### config.mk
export PLATFORM = sky130hd
export DESIGN_NAME = dual_dac_latch_ctrl
export DESIGN_NICKNAME = d
export VERILOG_FILES = /design/src/rtl/dual_dac_latch_ctrl.sv
export SDC_FILE = /design/constraint.sdc
export NUM_CORES = 1
export LEC_CHECK = 0
export BUFFER_PORTS_ARGS = -buffer_cell sky130_fd_sc_hd__buf_2
export CORE_MARGIN = 2
export CORE_UTILIZATION = 55
export CTS_BUF_LIST = sky130_fd_sc_hd__clkbuf_8
export DETAILED_ROUTE_END_ITERATION = 8
export GPL_ROUTABILITY_DRIVEN = 0
export PLACE_DENSITY = 0.76
export SYNTH_ARGS = -nofsm -noshare
export SYNTH_HDL_FRONTEND = slang
export SYNTH_SLANG_ARGS = --single-unit
### constraint.sdc
create_clock -name clk -period 2.2 [get_ports clk]
set_input_delay 0.22 -clock clk [delete_from_list [all_inputs] [get_ports clk]]
set_output_delay 0.22 -clock clk [all_outputs]
set_load 0.02 [all_outputs]
### src/rtl/dual_dac_latch_ctrl.sv
module dual_dac_latch_ctrl #(
  parameter int DATA_W = 12
) (
  input  logic              clk,
  input  logic              rst,
  input  logic              cs_n,
  input  logic              sclk,
  input  logic              sdi,
  output logic [DATA_W-1:0] code_a,
  output logic [DATA_W-1:0] code_b,
  output logic              fast_settle,
  output logic              power_down
);
  localparam int WORD_W = DATA_W + 4;
  localparam int CW = $clog2(WORD_W);
  localparam logic [CW-1:0] LAST = CW'(WORD_W - 1);
  localparam int SEL_A = WORD_W - 1;
  localparam int SPEED = WORD_W - 2;
  localparam int PDOWN = WORD_W - 3;
  localparam int STAGE = WORD_W - 4;

  logic              cs_s, sclk_s, sdi_s, sclk_q;
  logic [WORD_W-2:0] shreg;
  logic [CW-1:0]     cnt;
  logic              done;
  logic [DATA_W-1:0] dbuf;

  logic              sclk_rise, shift_en, xfer;
  logic [WORD_W-1:0] word;

  assign sclk_rise = sclk_s & ~sclk_q;
  assign shift_en  = ~cs_s & sclk_rise & ~done;
  assign xfer      = shift_en & (cnt == LAST);
  assign word      = {shreg, sdi_s};

  always_ff @(posedge clk) begin
    if (rst) begin
      cs_s   <= 1'b1;
      sclk_s <= 1'b0;
      sdi_s  <= 1'b0;
      sclk_q <= 1'b0;
    end else begin
      cs_s   <= cs_n;
      sclk_s <= sclk;
      sdi_s  <= sdi;
      sclk_q <= sclk_s;
    end
  end

  always_ff @(posedge clk) begin
    if (rst) begin
      shreg <= '0;
      cnt   <= '0;
      done  <= 1'b0;
    end else if (cs_s) begin
      cnt  <= '0;
      done <= 1'b0;
    end else if (shift_en) begin
      shreg <= word[WORD_W-2:0];
      cnt   <= cnt + 1'b1;
      done  <= xfer;
    end
  end

  always_ff @(posedge clk) begin
    if (rst) begin
      code_a      <= '0;
      code_b      <= '0;
      dbuf        <= '0;
      fast_settle <= 1'b0;
      power_down  <= 1'b0;
    end else if (xfer) begin
      fast_settle <= word[SPEED];
      power_down  <= word[PDOWN];
      if (word[SEL_A]) begin
        code_a <= word[DATA_W-1:0];
        code_b <= dbuf;
      end else begin
        dbuf <= word[DATA_W-1:0];
        if (!word[STAGE]) code_b <= word[DATA_W-1:0];
      end
    end
  end
endmodule

# Yosys cells after proc, flatten, opt, wreduce, memory -nomap -nowiden
# Index checks and enable logic that the tools add are counted.
# totals
ff_bits	62
output_inout_bits	26
# op_classes
n_addsub	1
n_eq_ne	2
n_mux	2
bitwise	8
reduce_logical	5
# op_table
operator	n
12-bit two-way mux	2
2-bit AND reduction	4
4-bit by 1-bit adder with 4-bit output, second input constant	1
1-bit bitwise AND	4
4-bit == test, second input constant	1
1-bit inverter	4
2-bit by 1-bit inequality test with 1-bit output, second input constant	1
2-bit OR reduction	1

# Depth between registers and ports, before layout
# Gate-level depths: netlist of the first run.
# depth
ltp_word	6
ltp_mapped	5
mapped_depth_nobuf	4

# Least setup slack after synthesis of the first run
# Ideal clock, no wire load.
# synth_path
path_kind	register to register
from	register done
to	register dbuf[0]
arrival_time_ps	1552
slack_ps	528
stages_incl_launch_ff	6
n_path_buf	2
synth_period_minus_slack_ps	1672
cell_sequence	dfxtp_1 -> or4b_1 -> buf_2 -> or3_1 -> buf_2 -> mux2i_1
# synth_via
elab_chain_cells	4
# synth_lines
item	line_no	source
start, declared	25	logic done;
start signal, assigned	61	done <= xfer;
1-bit inverter	32	assign shift_en = ~cs_s & sclk_rise & ~done;
1-bit bitwise AND	32	
1-bit bitwise AND	33	assign xfer = shift_en & (cnt == LAST);
2-bit AND reduction (no source line)	--	
end signal, assigned	79	dbuf <= word[DATA_W-1:0];
end, declared	26	logic [DATA_W-1:0] dbuf;
# No other way between the ends.
# A chain may end at the register's enable or synchronous reset.

# Worst setup path after layout of the first run
# layout_path
from	register done
to	register code_b[8]
# layout_via
elab_chain_cells	4
# layout_lines
item	line_no	source
1-bit inverter	32	
1-bit bitwise AND	32	
1-bit bitwise AND	33	
2-bit AND reduction (no source line)	--	
end signal, assigned	77	code_b <= dbuf;
end signal, assigned	80	if (!word[STAGE]) code_b <= word[DATA_W-1:0];
end, declared	10	output logic [DATA_W-1:0] code_b,
# No other way between the ends.

==> summary.md, run 1 <==
| Metric | Value |
|---|---|
| Die width | `71.82 µm` |
| YS warnings | `0` |
| Sequential-to-total area share from yosys stat | `49.06%` |
| Final wirelength | `4829 µm` |
| Post-route ant nets | `0` |
| Top post-synthesis cells by area | `dfxtp_1 (49%), nand2b_1 (12%), mux2i_1 (9.5%), nand2_1 (4.9%), a21oi_1 (4.2%)` |
| Setup TNS | `0 ns` |
| Syn Inst Count | `274` |
| Maxcap violations | `0` |
| GRT Total Usage | `20.46%` |
| Mapped cell area | `2530 µm²` |
| Post-route DRC | `0` |
| WP data required | `2.44 ns` |
| Starting Density | `57.71%` |
| Vias in the first global route | `1877` |
| First-pass GRT wire length | `8252 µm` |
| Num CTS Buffers | `9` |
| Final Critical Period | `1.866 ns` |
| Post-CTS setup buffer count | `0` |
| CTS Hold Bufs | `0` |
| Largest net degree at the start of global routing | `71` |
| Clock root buffer | `clkbuf_8` |
| Final Slew Violations | `0` |
| Critical Path Fanout Max | `13` |
| Clock Skews | `0.009718 ns` |
| Commonest register cell after synthesis | `dfxtp_1` |
| Synth async-reset ratio | `0%` |
| Maximum VDD drop | `0.4512 mV` |
| Num Clock Sinks | `62` |
| Cell type with the highest aggregate area in the netlist | `dfxtp_1` |
| Fin crit share | `84.80%` |
| Grt total ovfl | `0` |
| Number of I/O port buffers | `30` |
| Iteration-0 DRC Markers | `120` |
| Unique masters post-synth | `24` |
| Total number of vias | `1926` |
| Hold Violations, Final | `0` |
| Leak | `1.140 nW` |
| Num rows | `24` |
| Slew Limit Headroom | `64.15%` |
| DR vias/cell | `5.320` |
| Placed cell area | `2754 µm²` |
| Run status | `completed` |
| Area growth syn-to-layout | `17.36%` |
| Transition time of the tightest slew-check pin | `0.5364 ns` |
| Crit. End Element | `register` |
| Hold/Removal Path Class | `input pin to register` |
| Post-cts sizing count | `0` |
| Pwr Total | `2.249 mW` |
| Number of flops mapped to enable cells by yosys | `0` |
| H-Tree Depth | `3` |
| Clk buf depth | `2` |
| WS Path Type | `register to register` |
| Synth Area per Inst | `9.233 µm²` |
| Critical path data arrival time | `2.10 ns` |
| DIE AREA | `5158 µm²` |
| FF+latch count, synth | `62` |
| R2R Setup Slk | `0.33 ns` |
| DRT Pass-1 Iters | `4` |
| Fin Hold WS | `0.07292 ns` |
| Die Y | `71.82 µm` |
| Clk slew on worst S/H paths | `0.07 ns` |
| CTS tree | `built` |
| Design area | `2969 µm²` |
| FMAX | `536.0 MHz` |
| Layout cell share with drive strength beyond 1 | `18.71%` |
| Nets | `311` |
| Core area | `4384 µm²` |
| RSZ-0062 raised after global routing | `no` |
| Ports | `31` |
| Antenna Cells | `0` |
| Element type at the critical path start | `register` |
| Clk_lat worst skew | `0.33 ns` |
| Final setup viols | `0` |
| Antenna violations before repair | `0` |
| WL per Instance | `13.34 µm` |
| Share of Yosys cell area claimed by the top area cell type | `49.06%` |
| DPL Wire Length | `3207 µm` |
| P per Cell Area | `757.3 nW/µm²` |
| Syn nets | `280` |
## cells by family (layout without fill, tap and decap cells)
logic type	Yosys count	count (layout)	synth area share [%]
mux	24	24	9.496
compound gates	49	49	12.66
simple gates	104	104	22.90
fa+ha+maj	1	1	0.4945
flops	62	62	49.06
xor+xnor	1	1	0.3463
buf+inv	33	69	5.044
## routing by layer
layer	GRT usage [%]	up-vias	share of wire (%)
met1	26.45	897	49
met2	32.41	31	46
met4	10.48	0	1.8
met3	4.219	9	3.1
li1	-	989	-
met5	0	-	0
## power by group
part / switching (mW) / leakage [nW] / internal, mW
clock network: 0.414 / 0.119 / 0.657
registers: 0.00286 / 0.500 / 1.13
logic: 0.0266 / 0.521 / 0.0226
total: 0.443 / 1.14 / 1.81
## stage by stage
stage                     worst slack (ns)  cells  utilization, %
after floorplan                     0.5283    274               -
after global placement              0.3966    346           62.81
after detailed placement            0.3585    346           62.81
after CTS                           0.3348    362           67.72
after global routing                0.1584    362           67.72
final                               0.3345    362           67.72
## flip-flops by register name (all words and copies together), names as in the netlist
register / cells
cnt: 4
code_a: 12
code_b: 12
cs_s: 1
dbuf: 12
done: 1
fast_settle: 1
power_down: 1
sclk_q: 1
sclk_s: 1
sdi_s: 1
shreg: 15
## placed cells by master (no fill, tap or decap)
master / n
nand3_1: 5
buf_4: 9
nand2b_1: 49
nor4b_2: 1
mux2i_1: 24
bufinv_16: 2
dfxtp_1: 62
clkbuf_8: 10
ha_1: 1
and4_1: 1
a221oi_1: 12
or3_1: 3
or2_2: 2
a21oi_1: 21
o31ai_1: 12
and3_1: 1
nor2b_1: 3
nor3_4: 1
inv_1: 15
or4b_1: 1
o21ai_0: 4
and2_0: 1
buf_12: 1
clkinv_2: 2
xnor2_1: 1
nand2_1: 33
buf_2: 30
nor2_1: 3
## final cells by class
type | instances | area [µm²]
Clock buffer | 10 | 137.6
Timing Repair Buffer | 40 | 237.7
Clock inverter | 6 | 77.57
Sequential cell | 62 | 1241
Inverter | 13 | 48.80
Multi-Input combinational cell | 179 | 1161
Fill cell | 364 | 1415
Tap cell | 52 | 65.06
## synth_stat cells (2+ instances only)
master,n
a21oi_1,21
a221oi_1,12
buf_2,3
clkbuf_1,17
dfxtp_1,62
inv_1,13
mux2i_1,24
nand2_1,33
nand2b_1,49
nand3_1,5
nor2_1,3
nor2b_1,3
o21ai_0,4
o31ai_1,12
or2_2,2
or3_1,3
## path summary, 6_finish.rpt
kind                  start        end  cells after the start
setup / recovery       done  code_b[8]                      4
hold reg to reg   code_b[1]  code_b[1]                      2
setup reg to reg       done  code_b[8]                      4
hold / removal         cs_n       cs_s                      2
## worst max-delay path: stages, from the launching register on
cell	delay [ns]
dfxtp_1	0.33
nor4b_2	0.39
buf_4	0.26
nand3_1	0.38
a221oi_1	0.41
Power figures use the tool's default switching activity.
==> inputs of run 2 (changes only) <==
CORE_UTILIZATION = 54   (was 55)
PLACE_DENSITY = 0.78   (was 0.76)
clock period = 1.5 ns   (was 2.2 ns; I/O delays follow)
==> summary.md, run 2 (same netlist as run 1, synthesis figures left out) <==
| Metric | Value |
|---|---|
| Critical path cell sequence | `or4b_4 > buf_4 > or3_1 > a21oi_1` |
| Final Slew Violations | `0 (unchanged)` |
| H-Tree Depth | `3 (unchanged)` |
| WL met1 | `2474 µm (+5.5%)` |
| Num CTS Buffers | `9 (unchanged)` |
| Ports | `31 (unchanged)` |
| Grt total ovfl | `0 (unchanged)` |
| Crit path depth | `4 (unchanged)` |
| R2R Setup Slk | `-0.11 ns (-0.45 ns)` |
| Reg-to-Reg End | `cnt[3]` |
| Final worst slack | `-0.1106 ns (-0.4450 ns)` |
| Hold Violations, Final | `0 (unchanged)` |
| Reg2Reg Depth | `4 (unchanged)` |
| Post-route DRC | `0 (unchanged)` |
| Failing checks | `negative setup slack` |
| Slowest CP cell | `or4b_4` |
| Placed cell area | `2884 µm² (+4.7%)` |
| Post-route ant nets | `0 (unchanged)` |
| Num rows | `24 (unchanged)` |
| Critical path data arrival time | `1.88 ns (-0.22 ns)` |
| Layout cell share with drive strength beyond 1 | `32.83% (+14 points)` |
| Pwr Total | `3.450 mW (+53%)` |
| Crit path largest cell delay | `0.55 ns (+0.14 ns)` |
| Final wirelength | `5994 µm (+24%)` |
| Fillers | `280 (-23%)` |
| DRT Pass-1 Iters | `5 (+1)` |
| First-pass GRT wire length | `8956 µm (+8.5%)` |
| Clk slew on worst S/H paths | `0.07 ns (about the same)` |
| Maximum VDD drop | `0.9113 mV (+100%)` |
| Fin Hold WS | `0.01473 ns (-0.05819 ns)` |
| WS Path Type | `register to register` |
| Antenna Cells | `0 (unchanged)` |
| Clk buf depth | `2 (unchanged)` |
| Crit. End Element | `register` |
| Setup TNS | `-2.069 ns (-2.069 ns)` |
| Number of I/O port buffers | `30 (unchanged)` |
| WP data required | `1.77 ns (-0.67 ns)` |
| Transition time of the tightest slew-check pin | `0.4228 ns (-0.1136 ns)` |
| Slew Limit Headroom | `71.57% (+7.4 points)` |
| Routed length on met2 | `3041 µm (+35%)` |
| Nets | `333 (+7.1%)` |
| Area growth syn-to-layout | `33.38%` |
| Final setup viols | `35 (+35)` |
| Routed wire length on met3 | `312 µm (+110%)` |
| Max reg flops | `15 (unchanged)` |
| Most frequent cells in the layout | `dfxtp_1 (61), nand2b_1 (49), nand2_1 (31)` |
| R2R Path Start | `sclk_q` |
| Maxcap violations | `0 (unchanged)` |
| Die width | `72.45 µm (+0.87%)` |
| Count of buffer and inverter cells on the critical path | `1 (unchanged)` |
| FMAX | `620.9 MHz (+16%)` |
| Core area | `4444 µm² (+1.4%)` |
| CP Launch Point | `sclk_q` |
| DPL Wire Length | `3305 µm (+3.1%)` |
| Critical Path Fanout Max | `10 (-3)` |
| Num Clock Sinks | `62 (unchanged)` |
| Final Critical Period | `1.611 ns (-0.2550 ns)` |
| Fin crit share | `107.4% (+23 points)` |
| Total number of vias | `2118 (+10%)` |
| Most common cell after layout, fill and taps aside | `dfxtp_1` |
| GRT Total Usage | `22.58% (+2.1 points)` |
| Design area | `3374 µm² (+14%)` |
| Leak | `1.269 nW (+11%)` |
| Iteration-0 DRC Markers | `138 (+15%)` |
| DIE AREA | `5248 µm² (+1.7%)` |
| Run status | `finished, violations left` |
| Vias in the first global route | `1973 (+5.1%)` |
| Delay-heaviest family, CP | `simple AND/OR/NAND/NOR gates` |
| Post-layout util | `75.93% (+8.2 points)` |
| Clock Skews | `0.008783 ns (-0.0009352 ns)` |
| Clk_lat worst skew | `0.34 ns (about the same)` |
| Element type at the critical path start | `register` |
| Uppermost layer routed | `met4` |
| P per Cell Area | `1023 nW/µm² (+35%)` |
| Crit path to | `cnt[3]` |
| Antenna violations before repair | `0 (unchanged)` |
| CTS tree | `built` |
| Starting Density | `56.93% (-0.78 points)` |
| Die Y | `72.45 µm (+0.87%)` |
| Reg with most FFs | `shreg` |
| Largest net degree at the start of global routing | `67 (-5.6%)` |
| Hold/Removal Path Class | `input pin to register` |
| DR vias/cell | `5.516 (+3.7%)` |
| Clock root buffer | `clkbuf_8` |
| WL per Instance | `15.61 µm (+17%)` |
| RSZ-0062 raised after global routing | `yes` |
run 2: worst min path at each step:
stage          slack, ns  startpoint     end  cells past startpoint
5_1_grt             0.03         sdi   sdi_s                      2
3_5_place_dp        0.34        cs_n    cs_s                      2
6_report            0.01        sclk  sclk_s                      2
2_1_floorplan       0.25        cs_n    cs_s                      1
3_3_place_gp        0.34        cs_n    cs_s                      2
4_1_cts            0.008        sclk  sclk_s                      2
run 2: per-layer routing:
layer	vias to the layer above	global-route usage (%)
met2	48	36.49
li1	1039	-
met3	19	7.083
met5	-	0
met4	0	11.93
met1	1012	26.88
run 2: stage by stage:
step / setup slack (ns) / std cells
after floorplan: -0.1286 / 274
after global placement: -0.07647 / 360
after detailed placement: -0.1287 / 360
after CTS: -0.08138 / 379
after global routing: -0.1615 / 384
final: -0.1106 / 384
run 2: area by class of cell:
| cell class | count | area, µm² | share of cell area, % |
|---|---|---|---|
| clock inverter | 5 | 81.33 | 2.410 |
| clock buffer | 11 | 151.4 | 4.486 |
| sequential | 62 | 1242 | 36.82 |
| timing repair buffer | 62 | 481.7 | 14.28 |
| inverter | 13 | 48.80 | 1.446 |
| multi-input combinational | 179 | 1304 | 38.64 |
| tap | 52 | 65.06 | 1.928 |
run 2: what timing repair did:
item	CTS	global route
gates cloned	0	3
gates resized for setup	4	40
pin swaps	1	11
hold buffers	1	0
setup endpoints to repair	39	40
endpoints found under the hold margin	1	0
buffers inserted	2	3
run 2: where the power goes:
part / internal (mW) / switching [mW]
clock network: 1.03 / 0.668
registers: 1.65 / 0.00448
logic: 0.0512 / 0.0497
total: 2.73 / 0.722
